File: src/rtl/can_bt_pkg.sv
package can_bt_pkg;

  typedef enum logic [1:0] {
    PH_SYNC = 2'd0,
    PH_SEG1 = 2'd1,
    PH_SEG2 = 2'd2
  } bt_phase_e;

  function automatic logic vote3(input logic a, input logic b, input logic c);
    return (a & b) | (a & c) | (b & c);
  endfunction

endpackage

File: src/rtl/can_bt_sampler.sv
module can_bt_sampler
  import can_bt_pkg::*;
(
  input  logic clk,
  input  logic rst,
  input  logic tick,
  input  logic rx,
  input  logic triple,
  output logic fall,
  output logic level
);

  logic hist1_q, hist2_q;

  always_ff @(posedge clk) begin
    if (rst) begin
      hist1_q <= 1'b1;
      hist2_q <= 1'b1;
    end else if (tick) begin
      hist1_q <= rx;
      hist2_q <= hist1_q;
    end
  end

  always_comb begin
    fall  = hist1_q & ~rx;
    level = triple ? vote3(rx, hist1_q, hist2_q) : rx;
  end

endmodule

File: src/rtl/can_bt_phase.sv
module can_bt_phase
  import can_bt_pkg::*;
#(
  parameter int SEG1_W = 4,
  parameter int SEG2_W = 3,
  parameter int SJW_W  = 2
) (
  input  logic              clk,
  input  logic              rst,
  input  logic              tick,
  input  logic              fall,
  input  logic              hard_ok,
  input  logic [SEG1_W-1:0] cfg_seg1,
  input  logic [SEG2_W-1:0] cfg_seg2,
  input  logic [SJW_W-1:0]  cfg_sjw,
  output logic              go_sync,
  output logic              go_sample,
  output bt_phase_e         phase_o
);

  localparam int CNT_W = ((SEG1_W > SEG2_W) ? SEG1_W : SEG2_W) + 2;
  localparam int EXT_W = SJW_W + 1;
  localparam logic [CNT_W-1:0] ONE = CNT_W'(1);

  bt_phase_e        phase_q, nrm_phase, fin_phase;
  logic [CNT_W-1:0] cnt_q, nrm_cnt, fin_cnt;
  logic [EXT_W-1:0] ext_q, fin_ext, shr_q, fin_shr;
  logic             done_q, fin_done;
  logic [CNT_W-1:0] len1, len2, jw, err_pos, err_left;

  always_comb begin
    jw       = CNT_W'(cfg_sjw) + ONE;
    len1     = CNT_W'(cfg_seg1) + ONE + CNT_W'(ext_q);
    len2     = CNT_W'(cfg_seg2) + ONE - CNT_W'(shr_q);

    nrm_phase = phase_q;
    nrm_cnt   = cnt_q + ONE;
    unique case (phase_q)
      PH_SYNC: begin
        nrm_phase = PH_SEG1;
        nrm_cnt   = '0;
      end
      PH_SEG1: if (cnt_q == len1 - ONE) begin
        nrm_phase = PH_SEG2;
        nrm_cnt   = '0;
      end
      default: if (cnt_q == len2 - ONE) begin
        nrm_phase = PH_SYNC;
        nrm_cnt   = '0;
      end
    endcase

    err_pos  = nrm_cnt + ONE;
    err_left = len2 - nrm_cnt;

    fin_phase = nrm_phase;
    fin_cnt   = nrm_cnt;
    fin_ext   = ext_q;
    fin_shr   = shr_q;
    fin_done  = done_q;
    if (fall && hard_ok) begin
      fin_phase = PH_SYNC;
      fin_cnt   = '0;
    end else if (fall && !done_q && nrm_phase != PH_SYNC) begin
      fin_done = 1'b1;
      if (nrm_phase == PH_SEG1) begin
        fin_ext = (err_pos > jw) ? EXT_W'(jw) : EXT_W'(err_pos);
      end else if (err_left <= jw) begin
        fin_phase = PH_SYNC;
        fin_cnt   = '0;
      end else begin
        fin_shr = EXT_W'(jw);
      end
    end
    if (fin_phase == PH_SYNC) begin
      fin_ext  = '0;
      fin_shr  = '0;
      fin_done = 1'b0;
    end

    go_sync   = fin_phase == PH_SYNC;
    go_sample = (phase_q == PH_SEG1) && (fin_phase == PH_SEG2);
    phase_o   = phase_q;
  end

  always_ff @(posedge clk) begin
    if (rst) begin
      phase_q <= PH_SYNC;
      cnt_q   <= '0;
      ext_q   <= '0;
      shr_q   <= '0;
      done_q  <= 1'b0;
    end else if (tick) begin
      phase_q <= fin_phase;
      cnt_q   <= fin_cnt;
      ext_q   <= fin_ext;
      shr_q   <= fin_shr;
      done_q  <= fin_done;
    end
  end

endmodule

File: src/rtl/can_bt_strobes.sv
module can_bt_strobes (
  input  logic clk,
  input  logic rst,
  input  logic tick,
  input  logic go_sync,
  input  logic go_sample,
  input  logic level,
  output logic bit_start,
  output logic smp_strobe,
  output logic smp_bit
);

  always_ff @(posedge clk) begin
    if (rst) begin
      bit_start  <= 1'b0;
      smp_strobe <= 1'b0;
      smp_bit    <= 1'b1;
    end else begin
      bit_start  <= tick & go_sync;
      smp_strobe <= tick & go_sample;
      if (tick && go_sample) smp_bit <= level;
    end
  end

endmodule

File: src/rtl/can_bit_sync.sv
module can_bit_sync
  import can_bt_pkg::*;
#(
  parameter int SEG1_W = 4,
  parameter int SEG2_W = 3,
  parameter int SJW_W  = 2
) (
  input  logic              clk,
  input  logic              rst,
  input  logic              tq_tick,
  input  logic [SEG1_W-1:0] cfg_seg1,
  input  logic [SEG2_W-1:0] cfg_seg2,
  input  logic [SJW_W-1:0]  cfg_sjw,
  input  logic              cfg_triple,
  input  logic              rx,
  input  logic              sof_window,
  output logic              smp_strobe,
  output logic              smp_bit,
  output logic              bit_start
);

  logic      fall_w, level_w, go_sync_w, go_sample_w;
  bt_phase_e phase_w;

  can_bt_sampler u_sampler (
    .clk    (clk),
    .rst    (rst),
    .tick   (tq_tick),
    .rx     (rx),
    .triple (cfg_triple),
    .fall   (fall_w),
    .level  (level_w)
  );

  can_bt_phase #(
    .SEG1_W (SEG1_W),
    .SEG2_W (SEG2_W),
    .SJW_W  (SJW_W)
  ) u_phase (
    .clk       (clk),
    .rst       (rst),
    .tick      (tq_tick),
    .fall      (fall_w),
    .hard_ok   (sof_window),
    .cfg_seg1  (cfg_seg1),
    .cfg_seg2  (cfg_seg2),
    .cfg_sjw   (cfg_sjw),
    .go_sync   (go_sync_w),
    .go_sample (go_sample_w),
    .phase_o   (phase_w)
  );

  can_bt_strobes u_strobes (
    .clk        (clk),
    .rst        (rst),
    .tick       (tq_tick),
    .go_sync    (go_sync_w),
    .go_sample  (go_sample_w),
    .level      (level_w),
    .bit_start  (bit_start),
    .smp_strobe (smp_strobe),
    .smp_bit    (smp_bit)
  );

endmodule

File: config.mk
export PLATFORM = sky130hd
export DESIGN_NAME = can_bit_sync
export DESIGN_NICKNAME = d
export VERILOG_FILES = /design/src/rtl/can_bt_pkg.sv /design/src/rtl/can_bt_sampler.sv /design/src/rtl/can_bt_phase.sv /design/src/rtl/can_bt_strobes.sv /design/src/rtl/can_bit_sync.sv
export SDC_FILE = /design/constraint.sdc
export NUM_CORES = 1
export LEC_CHECK = 0
export BUFFER_PORTS_ARGS = -buffer_cell sky130_fd_sc_hd__clkbuf_2
export CORE_ASPECT_RATIO = 2
export CORE_MARGIN = 2
export CORE_UTILIZATION = 52
export CTS_BUF_LIST = sky130_fd_sc_hd__clkbuf_8
export DETAILED_ROUTE_END_ITERATION = 12
export GPL_TIMING_DRIVEN = 0
export PLACE_DENSITY = 0.67
export SLEW_MARGIN = 30
export SYNTH_ARGS = -nofsm -noshare
export SYNTH_HDL_FRONTEND = slang
export SYNTH_HIERARCHICAL = 1
export SYNTH_SLANG_ARGS = --single-unit
File: constraint.sdc
create_clock -name clk -period 7.05 [get_ports clk]
set_clock_uncertainty 0.2 [all_clocks]
set_input_delay 0.705 -clock clk [delete_from_list [all_inputs] [get_ports clk]]
set_output_delay 0.705 -clock clk [all_outputs]
set_load 0.01 [all_outputs]
==> After elaboration in Yosys (flattened, before gate mapping) <==
Cells that the tools add are included.
{ "totals": {"word_cells": 81, "input_bits": 15, "regBits": 20, "output_inout_bits": 3} }
{ "op_classes": {"n_addsub": 10, "magnitude_cmp": 2, "mux": 28, "bitwise_logic": 9, "n_eq_ne": 8, "n_reduce_logical": 14} }
{ "ops": {"columns": ["operator", "count"], "rows": [
  ["2-to-1 mux 6 bit", 6],
  ["2-to-1 mux 3 bit", 10],
  ["adder 6 x 1 -> 6 bit (second input constant)", 2],
  ["equality test 6 bit", 2],
  ["2-to-1 mux 2 bit", 6],
  ["one-hot mux 6 bit (2 select lines)", 1],
  ["subtractor 6 x 1 -> 6 bit (second input constant)", 2],
  ["adder 6 x 3 -> 6 bit", 1],
  ["bitwise AND 1 bit", 6],
  ["greater-than comparator 6 bit", 1],
  ["less-or-equal comparator 6 bit", 1],
  ["!= test 2 x 1 -> 1 bit (second input constant)", 3],
  ["nonzero test 2 bit", 3],
  ["subtractor 6 x 3 -> 6 bit", 1],
  ["subtractor 6 bit", 1],
  ["adder 4 x 1 -> 5 bit (second input constant)", 1],
  ["logical AND 1 bit", 5],
  ["AND reduction 5 bit", 1],
  ["adder 3 x 1 -> 4 bit (second input constant)", 1],
  ["equality test 2 x 1 -> 1 bit (second input constant)", 2],
  ["logical NOT 2 bit", 2],
  ["2-to-1 mux 1 bit", 4],
  ["one-hot mux 2 bit (2 select lines)", 1],
  ["AND reduction 4 bit", 1],
  ["other kinds (6)", 7]
]} }

==> Longest topological paths before layout <==
Gate-level depths: netlist of the first run.
{ "logic_depth": {"depth_word": 15, "depth_mapped": 26, "ltp_nobuf": 26} }

==> Cells and area by module <==
Netlist of the first run, hierarchy kept.
{ "by_module_without_submodules": {"columns": ["module", "instances", "cells_each", "area_per_inst_um2"], "rows": [
  ["can_bt_phase", 1, 251, 1978.1],
  ["can_bt_sampler", 1, 12, 98.8],
  ["can_bt_strobes", 1, 8, 92.6]
]} }

==> Least setup slack after synthesis of the first run <==
Ideal clock, no wire load.
{ "synth_path": {"path_kind": "input to register", "from": "in cfg_seg2[1]", "to": "reg u_strobes.smp_bit", "path_slack_ps": 716, "path_buffers": 0, "setup_time_ps": 120, "cell_stages": 25, "arrival_ps": 6014, "path_cell_list": "inv_1 -> ha_1 -> inv_1 -> ha_1 -> fa_1 -> xor3_1 -> nor3_2 -> o221ai_2 -> a21oi_4 -> o22ai_1 -> nor2b_1 -> ha_1 -> fa_1 -> inv_1 -> ha_1 -> a21o_1 -> a21oi_1 -> a31oi_1 -> a221o_1 -> a221o_1 -> nor4_4 -> and2_2 -> and4b_1 -> and3_1 -> a211o_1"} }
{ "synth_between": {"elab_chain_cells": 15, "elab_cells_between_ends": 20} }
{ "synth_rtl": {"columns": ["element", "line", "source"], "rows": [
  ["start: declaration", "can_bit_sync.sv:12", "input logic [SEG2_W-1:0] cfg_seg2,"],
  ["adder 3 x 1 -> 4 bit *", "can_bt_phase.sv:34", "len2 = CNT_W'(cfg_seg2) + ONE - CNT_W'(shr_q);"],
  ["subtractor 6 x 3 -> 6 bit *", "can_bt_phase.sv:34", null],
  ["subtractor 6 x 1 -> 6 bit", "can_bt_phase.sv:47", "default: if (cnt_q == len2 - ONE) begin"],
  ["equality test 6 bit", "can_bt_phase.sv:47", null],
  ["2-to-1 mux 6 bit", "can_bt_phase.sv:47", null],
  ["one-hot mux 6 bit (2 select lines)", "can_bt_phase.sv:38", "unique case (phase_q)"],
  ["subtractor 6 bit", "can_bt_phase.sv:54", "err_left = len2 - nrm_cnt;"],
  ["less-or-equal comparator 6 bit", "can_bt_phase.sv:68", "end else if (err_left <= jw) begin"],
  ["2-to-1 mux 2 bit", "can_bt_phase.sv:68", null],
  ["2-to-1 mux 2 bit", "can_bt_phase.sv:66", "if (nrm_phase == PH_SEG1) begin"],
  ["2-to-1 mux 2 bit *", "can_bt_phase.sv:64", "end else if (fall && !done_q && nrm_phase != PH_SYNC) begin"],
  ["2-to-1 mux 2 bit *", "can_bt_phase.sv:61", "if (fall && hard_ok) begin"],
  ["equality test 2 bit *", "can_bt_phase.sv:82", "go_sample = (phase_q == PH_SEG1) && (fin_phase == PH_SEG2);"],
  ["logical AND 1 bit *", "can_bt_phase.sv:82", null],
  ["via go_sample_w", "can_bit_sync.sv:22", "logic fall_w, level_w, go_sync_w, go_sample_w;"],
  ["logical AND 1 bit *", "can_bt_strobes.sv:21", "if (tick && go_sample) smp_bit <= level;"],
  ["end signal: assignment", "can_bt_strobes.sv:21", null],
  ["end: declaration", "can_bt_strobes.sv:10", "output logic smp_bit"]
]} }
The timed path passes the listed nets; every way through them passes the cells marked *.
A chain may end at the register's enable or synchronous reset.

==> Worst setup path after layout of the first run <==
Same ends and word-level chain as after synthesis.

==> results of run 1 <==
## worst max-delay path, cell delays in order
cell and delay [ns]:
clkbuf_2 0.08, inv_1 0.03, ha_1 0.27, inv_1 0.04, ha_1 0.26, fa_1 0.68, xor3_1 0.38, nor3_2 0.14
o221ai_2 0.13, a21oi_4 0.27, o22ai_2 0.18, nor2b_1 0.26, ha_1 0.25, fa_1 0.54, inv_1 0.04, ha_1 0.31
a21o_1 0.17, a21oi_1 0.13, a31oi_1 0.08, a221o_1 0.29, a221o_1 0.33, nor4_4 0.29, and2_2 0.24, and4b_1 0.21
and3_1 0.17, a211o_1 0.25
## power groups by stage
| stage | registers (mW) | clock network, mW | logic [mW] |
|---|---|---|---|
| 6_report | 0.121 | 0.0920 | 0.129 |
| 5_1_grt | 0.121 | 0.100 | 0.143 |
| 3_3_place_gp | 0.123 | 0 | 0.123 |
| 3_5_place_dp | 0.123 | 0 | 0.126 |
| 4_1_cts | 0.121 | 0.0957 | 0.127 |
| 2_1_floorplan | 0.123 | 0 | 0.0965 |
## worst max-delay path by stage
stage                            from                end  depth (start not counted)
after detailed placement  cfg_seg2[1]  u_strobes/smp_bit                         26
after floorplan           cfg_seg2[1]  u_strobes/smp_bit                         25
after global placement    cfg_seg2[1]  u_strobes/smp_bit                         26
final                     cfg_seg2[1]  u_strobes/smp_bit                         26
after global routing      cfg_seg2[1]  u_strobes/smp_bit                         26
after CTS                 cfg_seg2[1]  u_strobes/smp_bit                         26
## cell type report
| type | instances | area share |
|---|---|---|
| multi-input cells | 219 | 0.6946 |
| flip-flops and latches | 20 | 0.1676 |
| inverters | 26 | 0.04086 |
| repair buffers | 17 | 0.03562 |
| well taps | 52 | 0.02724 |
| clock buffers | 4 | 0.02305 |
| plain buffers | 6 | 0.01100 |
## Yosys cell counts, drive strengths merged, types with 4 or more instances
library cell	n	area, um^2
nand2	35	131.4
and2	6	38.79
xor2	7	68.82
nand2b	6	37.54
nor3	8	55.05
nor2b	7	43.79
a21oi	18	101.4
and3	4	25.02
ha	21	262.8
o21ai	12	60.06
dfxtp	20	400.4
xnor2	12	105.1
inv	26	97.59
a21o	6	45.04
fa	4	80.08
nor2	15	56.30
a211oi	4	30.03
## flip-flops by register name (all words and copies together) (netlist names)
signal                cells
u_sampler/hist1_q         1
u_strobes/bit_start       1
u_phase/phase_o           2
u_phase/cnt_q             6
u_strobes/smp_bit         1
u_strobes/smp_strobe      1
u_phase/ext_q             3
u_phase/shr_q             3
u_phase/done_q            1
u_sampler/hist2_q         1
## metrics by stage
| stage | area [um^2] | std cells | utilization | hold slack, ns |
|---|---|---|---|---|
| 4_1_cts | 2375 | 344 | 0.5869 | 0.2732 |
| 3_5_place_dp | 2320 | 340 | 0.5733 | 0.2532 |
| 2_1_floorplan | 2170 | 271 | - | 0.2423 |
| 3_3_place_gp | 2320 | 340 | 0.5733 | 0.2497 |
| 5_1_grt | 2389 | 344 | 0.5903 | 0.2903 |
| 6_report | 2389 | 344 | 0.5903 | 0.2681 |
## cells by family after synthesis
group,synth area share
xor gates and xnor gates,0.09112
and+or+nand+nor,0.2457
DFF,0.1845
AOI/OAI and AO/OA,0.2451
adders and majority gates,0.1626
muxes,0.01384
buffers and inverters,0.05709
## layout by cell type, fill, tap and decap left out, types with 6 or more instances in the layout
master and n:
nor2_1 15, xor2_1 6, ha_1 21, nand2b_1 6
a21oi_1 17, o21ai_0 12, nand2_1 35, nor2b_1 7
a21o_1 6, xnor2_1 11, clkbuf_2 17, inv_1 26
dfxtp_1 20
## layer usage
metal	GRT usage	wire length [um]	up-vias	part of all wire
met5	0	0	-	0
met1	0.2420	1893	924	0.36
met3	0.02194	136	18	0.026
met4	0.1250	212	0	0.040
li1	-	-	1018	-
met2	0.4867	2995	42	0.57
## timing repair
item / in CTS / in global routing
endpoints found under the setup margin: 0 / 1
hold buffers: 0 / 0
gates resized for setup: 0 / 2
==> metrics, run 1 <==
crit start category=input pin; PwrDens=143.2 nW/um^2; IO Pins=18; multi-input logic area=1659 um^2; First-pass DRT Iterations=4; first-pass GRT wire length=8942 um; final hold violation count=0; Setup Viol. Count Final=0; I/O Buffers=17; register area=400.4 um^2; hold path endpoint=u_strobes/smp_bit; Core Region=4046 um^2; worst-margin pin slew=0.7366 ns; CTS sink count=20; Die W=49.68 um; Rel. slew slack=0.5071; Num CTS Buffers=3; Synth Net Count=311; r2r setup slk=0.52 ns; share of layout cells above drive strength 1=0.1473; pre-CTS setup slack=0.02726 ns; sw frac=0.3507; total gr overflow=0; Max-cap violations=0; Worst Setup Slack, final=0.3138 ns; DRC violations left=0; number of setup buffers added after CTS=0; CTS max path bufs=2; initial core utilization=0.5362; Initial DRC Count=50; HP Start=u_strobes/smp_bit; Via density=5.820; TNS Setup=0 ns; register area share after synthesis=0.1845; CP required=7.01 ns; ys async rst share=0; unrepaired setup endpoints after global routing=no; highest fanout seen on the critical path=8; Die H=95.35 um; status=finished clean; yosys warns=6; Layout Nets=333; CP endpoint kind=flop; Vias=2,002; Layout area overhead=10.09%; Ant. Diodes=0; hold path cells=1; CTS tree=done; cell count after synthesis=271; Worst-Skew Late Latency=0.27 ns; placer congestion estimate=0.8688; Worst R2R Path Depth=24; drt wl/cell=15.22 um; EDFF count, synth=0; f_max=148.5 MHz; die area=4737 um^2; kind of critical path=in -> reg; Pwr Total=0.3420 mW; Comb pwr share=0.378; CTS HTree Levels=1; crit path DAT=6.70 ns; clock-pin slew on the worst setup and hold paths=0.08 ns; wirelength, routed=5237 um; largest net degree at the start of global routing=12; Worst IR Drop VDD=0.0001121 V; worst r2r dst=u_strobes/smp_bit; min-delay worst type=reg -> reg; NetSw=0.1199 mW; fillers=434; Mean Syn Cell Area=8.006 um^2; initial antenna violation count=0; register share of total power=0.353; vias in the first global route=1,965; synth unique cells=58; Crit Reg-Reg Startpoint=u_phase/shr_q[1]; cell internal pwr=0.2220 mW; Synth Flop Type=dfxtp_1; Tmin final=6.736 ns; Clk pwr share=0.269; row count=33; Final HPWL DP=4289 um; max-slew violations=0; aggregate global-route resource usage=0.2449; CTS Root Cell=clkbuf_8; DRT antenna net count=0; Post-Syn Area=2170 um^2; FF+latch count, synth=20; Pleak=1.074 nW; crit share post-route=0.9555
Note: power is estimated with default switching activity, not from simulation.
==> inputs of run 2 (changes only) <==
--- a/config.mk
+++ b/config.mk
@@ -8,11 +8,11 @@
 export BUFFER_PORTS_ARGS = -buffer_cell sky130_fd_sc_hd__clkbuf_2
 export CORE_ASPECT_RATIO = 2
 export CORE_MARGIN = 2
-export CORE_UTILIZATION = 52
+export CORE_UTILIZATION = 45
 export CTS_BUF_LIST = sky130_fd_sc_hd__clkbuf_8
 export DETAILED_ROUTE_END_ITERATION = 12
 export GPL_TIMING_DRIVEN = 0
-export PLACE_DENSITY = 0.67
+export PLACE_DENSITY = 0.59
 export SLEW_MARGIN = 30
 export SYNTH_ARGS = -nofsm -noshare
 export SYNTH_HDL_FRONTEND = slang
==> metrics, run 2 (same netlist as run 1, synthesis figures left out) <==
IO Pins=18; First-pass DRT Iterations=4; Layout Nets=333; Pleak=1.072 nW; CTS HTree Levels=1; max incr delay on CP=0.57 ns; Worst R2R Path Depth=24; Initial DRC Count=61; Rel. slew slack=0.5160; status=finished clean; crit start category=input pin; number of flip-flops in the largest register=6; hold path cells=1; Worst path depth=26; DRT antenna net count=0; Die W=53.10 um; PwrDens=142.3 nW/um^2; CTS Root Cell=clkbuf_8; Layout area overhead=10.09%; first-pass GRT wire length=8797 um; Worst-Skew Late Latency=0.27 ns; Worst IR Drop VDD=0.0001043 V; crit share post-route=0.9572; clock-pin slew on the worst setup and hold paths=0.08 ns; crit-path leading delay family=adder cells; Die H=102.2 um; highest-count cells in the layout ignoring fill and taps=nand2_1, inv_1, ha_1, dfxtp_1; crit path DAT=6.71 ns; CP required=7.01 ns; Ant. Diodes=0; total gr overflow=0; commonest non-fill, non-tap cell in the layout=nand2_1; CP dominant cell by count=ha_1; final instance area=2389 um^2; I/O Buffers=17; final hold violation count=0; Core Region=4642 um^2; worst-margin pin slew=0.7233 ns; highest fanout seen on the critical path=8; initial core utilization=0.4674; vias in the first global route=1,927; Biggest register=u_phase/cnt_q; Max-cap violations=0; WP buf/inv=4; max-slew violations=0; unrepaired setup endpoints after global routing=no; DRC violations left=0; Cell Area, Placed=2323 um^2; biggest regs=u_phase/cnt_q (6), u_phase/ext_q (3), u_phase/shr_q (3); share of layout cells above drive strength 1=0.1473; kind of critical path=in -> reg; f_max=148.2 MHz; CP endpoint kind=flop; Final HPWL DP=4401 um; CTS sink count=20; Setup Viol. Count Final=0; CTS max path bufs=2; placer congestion estimate=0.8710; min-delay worst type=reg -> reg; Layout Utilization=0.5146; Crit-path slowest cell=fa_1; Via density=5.660; CTS tree=done; Vias=1,964; initial antenna violation count=0; TNS Setup=0 ns; WHS=0.2677 ns; Tmin final=6.748 ns; die area=5427 um^2; row count=35; Num CTS Buffers=3; drt wl/cell=15.24 um; wirelength, routed=5287 um; largest net degree at the start of global routing=12; aggregate global-route resource usage=0.2209; fillers=474
run 2: timing repair:
action                                 4_1_cts  5_1_grt
endpoints found under the hold margin        0        0
hold buffers                                 0        0
resized for setup                            0        2
setup buffers                                0        0
setup endpoints to repair                    0        1
run 2: layer usage:
| metal | vias to the layer above | GRT usage | share of wire |
|---|---|---|---|
| li1 | 1014 | - | - |
| met1 | 908 | 0.2191 | 0.37 |
| met2 | 29 | 0.4308 | 0.58 |
| met3 | 13 | 0.02924 | 0.017 |
| met4 | 0 | 0.09467 | 0.027 |
| met5 | - | 0 | 0 |
run 2: stage by stage:
stage	total power, mW	instances	setup slack (ns)
CTS	0.3434	347	0.2584
floorplan	0.2191	271	0.7162
detailed placement	0.2492	343	0.004217
global placement	0.2478	343	0.007133
global route	0.3645	347	0.02000
finish	0.3400	347	0.3020
run 2: final timing paths:
check                    startpoint                 to  slack, ns
setup / recovery        cfg_seg2[1]  u_strobes/smp_bit       0.30
hold / removal    u_strobes/smp_bit  u_strobes/smp_bit       0.27
setup reg to reg   u_phase/shr_q[1]  u_strobes/smp_bit       0.53
hold reg to reg   u_strobes/smp_bit  u_strobes/smp_bit       0.27
run 2: power by group:
| group | internal [mW] | switching (mW) |
|---|---|---|
| logic | 0.0549 | 0.0724 |
| clock network | 0.0498 | 0.0420 |
| registers | 0.117 | 0.00394 |
run 2: area by class of cell:
type                       instances  area (um^2)  share of cell area
timing repair buffer              17        85.08             0.03562
tap                               55        68.82             0.02881
inverter                          26        97.59             0.04086
buffer                             6        26.28             0.01100
clock buffer                       4        55.05             0.02305
sequential                        20        400.4              0.1676
multi-input combinational        219         1655              0.6930
==> inputs of run 3 (changes only) <==
--- a/config.mk
+++ b/config.mk
@@ -5,14 +5,15 @@
 export SDC_FILE = /design/constraint.sdc
 export NUM_CORES = 1
 export LEC_CHECK = 0
+export ABC_AREA = 1
 export BUFFER_PORTS_ARGS = -buffer_cell sky130_fd_sc_hd__clkbuf_2
 export CORE_ASPECT_RATIO = 2
 export CORE_MARGIN = 2
-export CORE_UTILIZATION = 45
+export CORE_UTILIZATION = 30
 export CTS_BUF_LIST = sky130_fd_sc_hd__clkbuf_8
 export DETAILED_ROUTE_END_ITERATION = 12
 export GPL_TIMING_DRIVEN = 0
-export PLACE_DENSITY = 0.59
+export PLACE_DENSITY = 0.42
 export SLEW_MARGIN = 30
 export SYNTH_ARGS = -nofsm -noshare
 export SYNTH_HDL_FRONTEND = slang
==> metrics, run 3 <==
die area=7904 um^2; CTS sink count=20; biggest regs=u_phase/cnt_q (6), u_phase/ext_q (3), u_phase/shr_q (3); post-route insts no fill=438; multi-input logic area=1500 um^2; register area share after synthesis=0.1862; Cell Area, Placed=2349 um^2; DRT antenna net count=0; CTS resizes=0; pre-CTS setup slack=1.046 ns; row count=43; Layout area overhead=12.51%; commonest non-fill, non-tap cell in the layout=nand2_1; WP buf/inv=5; status=finished clean; Setup Viol. Count Final=0; share of the synthesized area in the top cell type=0.1862; CTS tree=done; Synth Net Count=367; Pwr Total=0.4850 mW; Worst Setup Slack, final=1.440 ns; TNS Setup=0 ns; Ant. Diodes=0; largest net degree at the start of global routing=13; Tmin final=5.610 ns; crit path DAT=5.57 ns; worst-margin pin slew=0.5341 ns; CTS max path bufs=2; synth unique cells=32; max incr delay on CP=0.62 ns; Rel. slew slack=0.6440; share of layout cells above drive strength 1=0.1782; Via density=4.671; Pleak=1.227 nW; CP endpoint kind=flop; IO Pins=18; Yosys top cell by area=dfxtp_1; initial core utilization=0.3099; Layout Utilization=0.3487; final instance area=2420 um^2; EDFF count, synth=0; most numerous cell in the Yosys netlist=nand2_1; number of setup buffers added after CTS=0; Worst IR Drop VDD=0.0001097 V; min-delay worst type=reg -> reg; ys async rst share=0; first-pass GRT wire length=9735 um; Biggest register=u_phase/cnt_q; register area=400.4 um^2; initial antenna violation count=0; Worst-Skew Late Latency=0.26 ns; PwrDens=200.4 nW/um^2; Post-Syn Area=2151 um^2; fillers=792; yosys warns=6; crit start category=input pin; DRC violations left=0; crit share post-route=0.7957; Crit-path slowest cell=fa_1; Core Region=6940 um^2; kind of critical path=in -> reg; vias in the first global route=1,960; clock-pin slew on the worst setup and hold paths=0.08 ns; CP dominant cell by count=nand2_1; CTS Root Cell=clkbuf_8; max-slew violations=0; wirelength, routed=5774 um; unrepaired setup endpoints after global routing=no; total gr overflow=0; I/O Buffers=17; Post-CTS Hold Fix Bufs=0; cell count after synthesis=327; Initial DRC Count=67; drt wl/cell=13.18 um; synth top area cells=dfxtp_1, nand2_1, ha_1, inv_1, nand3_1; aggregate global-route resource usage=0.1609; placed insts=434; Die H=123.7 um; WHS=0.2618 ns; placer congestion estimate=0.8009; CTS HTree Levels=1; highest-count cells in the layout ignoring fill and taps=nand2_1, inv_1, nand3_1, nor2_1; Die W=63.87 um; Layout Nets=389; top cells by count, synth=nand2_1, inv_1, nand3_1, nor2_1; crit-path leading delay family=adder cells; final hold violation count=0; First-pass DRT Iterations=5; f_max=178.3 MHz; Synth Flop Type=dfxtp_1; CP required=7.01 ns; Num CTS Buffers=3; Max-cap violations=0; Vias=2,046; FF+latch count, synth=20; number of flip-flops in the largest register=6; highest fanout seen on the critical path=7; Final HPWL DP=5054 um; Mean Syn Cell Area=6.577 um^2
==> run 3: cell types whose count changed after synthesis, moves of 5 or more <==
cell	delta
a21o_1	-6
inv_1	+26
inv_2	+8
nand2_1	+42
nand2_2	+10
nand2_4	+5
nand2b_1	-6
nand3_1	+23
nand3_2	+7
nor2_1	+11
nor2b_1	-7
xnor2_1	-5
==> run 3: routing by layer <==
layer | up-vias | GRT usage | share of wire
met5 | - | 0 | 0
met1 | 937 | 0.1602 | 0.34
met3 | 6 | 0.008130 | 0.018
li1 | 1072 | - | -
met2 | 31 | 0.3418 | 0.62
met4 | 0 | 0.04620 | 0.017
==> run 3: final timing paths <==
path                    startpoint          endpoint  slack (ns)  depth (start not counted)
hold reg to reg   u_phase/shr_q[0]  u_phase/shr_q[0]        0.26                          2
hold / removal    u_phase/shr_q[0]  u_phase/shr_q[0]        0.26                          2
setup / recovery       cfg_seg2[1]  u_phase/ext_q[2]        1.44                         35
setup reg to reg  u_phase/shr_q[1]  u_phase/ext_q[2]        1.65                         33
==> run 3: cell type report <==
cell class                      count  share of cell area
Timing Repair Buffer               17             0.03516
Buffer                              4            0.008273
Clock buffer                        3             0.01706
Sequential cell                    20              0.1655
Multi-Input combinational cell    242              0.6200
Tap cell                           90             0.04654
Inverter                           61             0.09514
Clock inverter                      1             0.01241
==> run 3: power breakdown <==
group	internal, mW	switching (mW)	leakage [nW]
clock	0.0758	0.0411	0.0357
combinational	0.0890	0.154	1.03
sequential	0.121	0.00459	0.163
==> run 3: logic make-up (layout without fill, tap and decap cells) <==
logic type                 Yosys count  after routing  share of synthesized area
adders and majority gates           25             25                     0.1594
buffers and inverters               65             86                     0.1163
and+or+nand+nor                    161            161                     0.3583
xor gates and xnor gates            15             15                    0.06108
DFF                                 20             20                     0.1862
AOI/OAI and AO/OA                   41             41                     0.1187
==> run 3: worst min-delay path: stages (launching register included) <==
cell and delay, ns:
dfxtp_1 0.32, nand2_1 0.06, a21oi_1 0.05
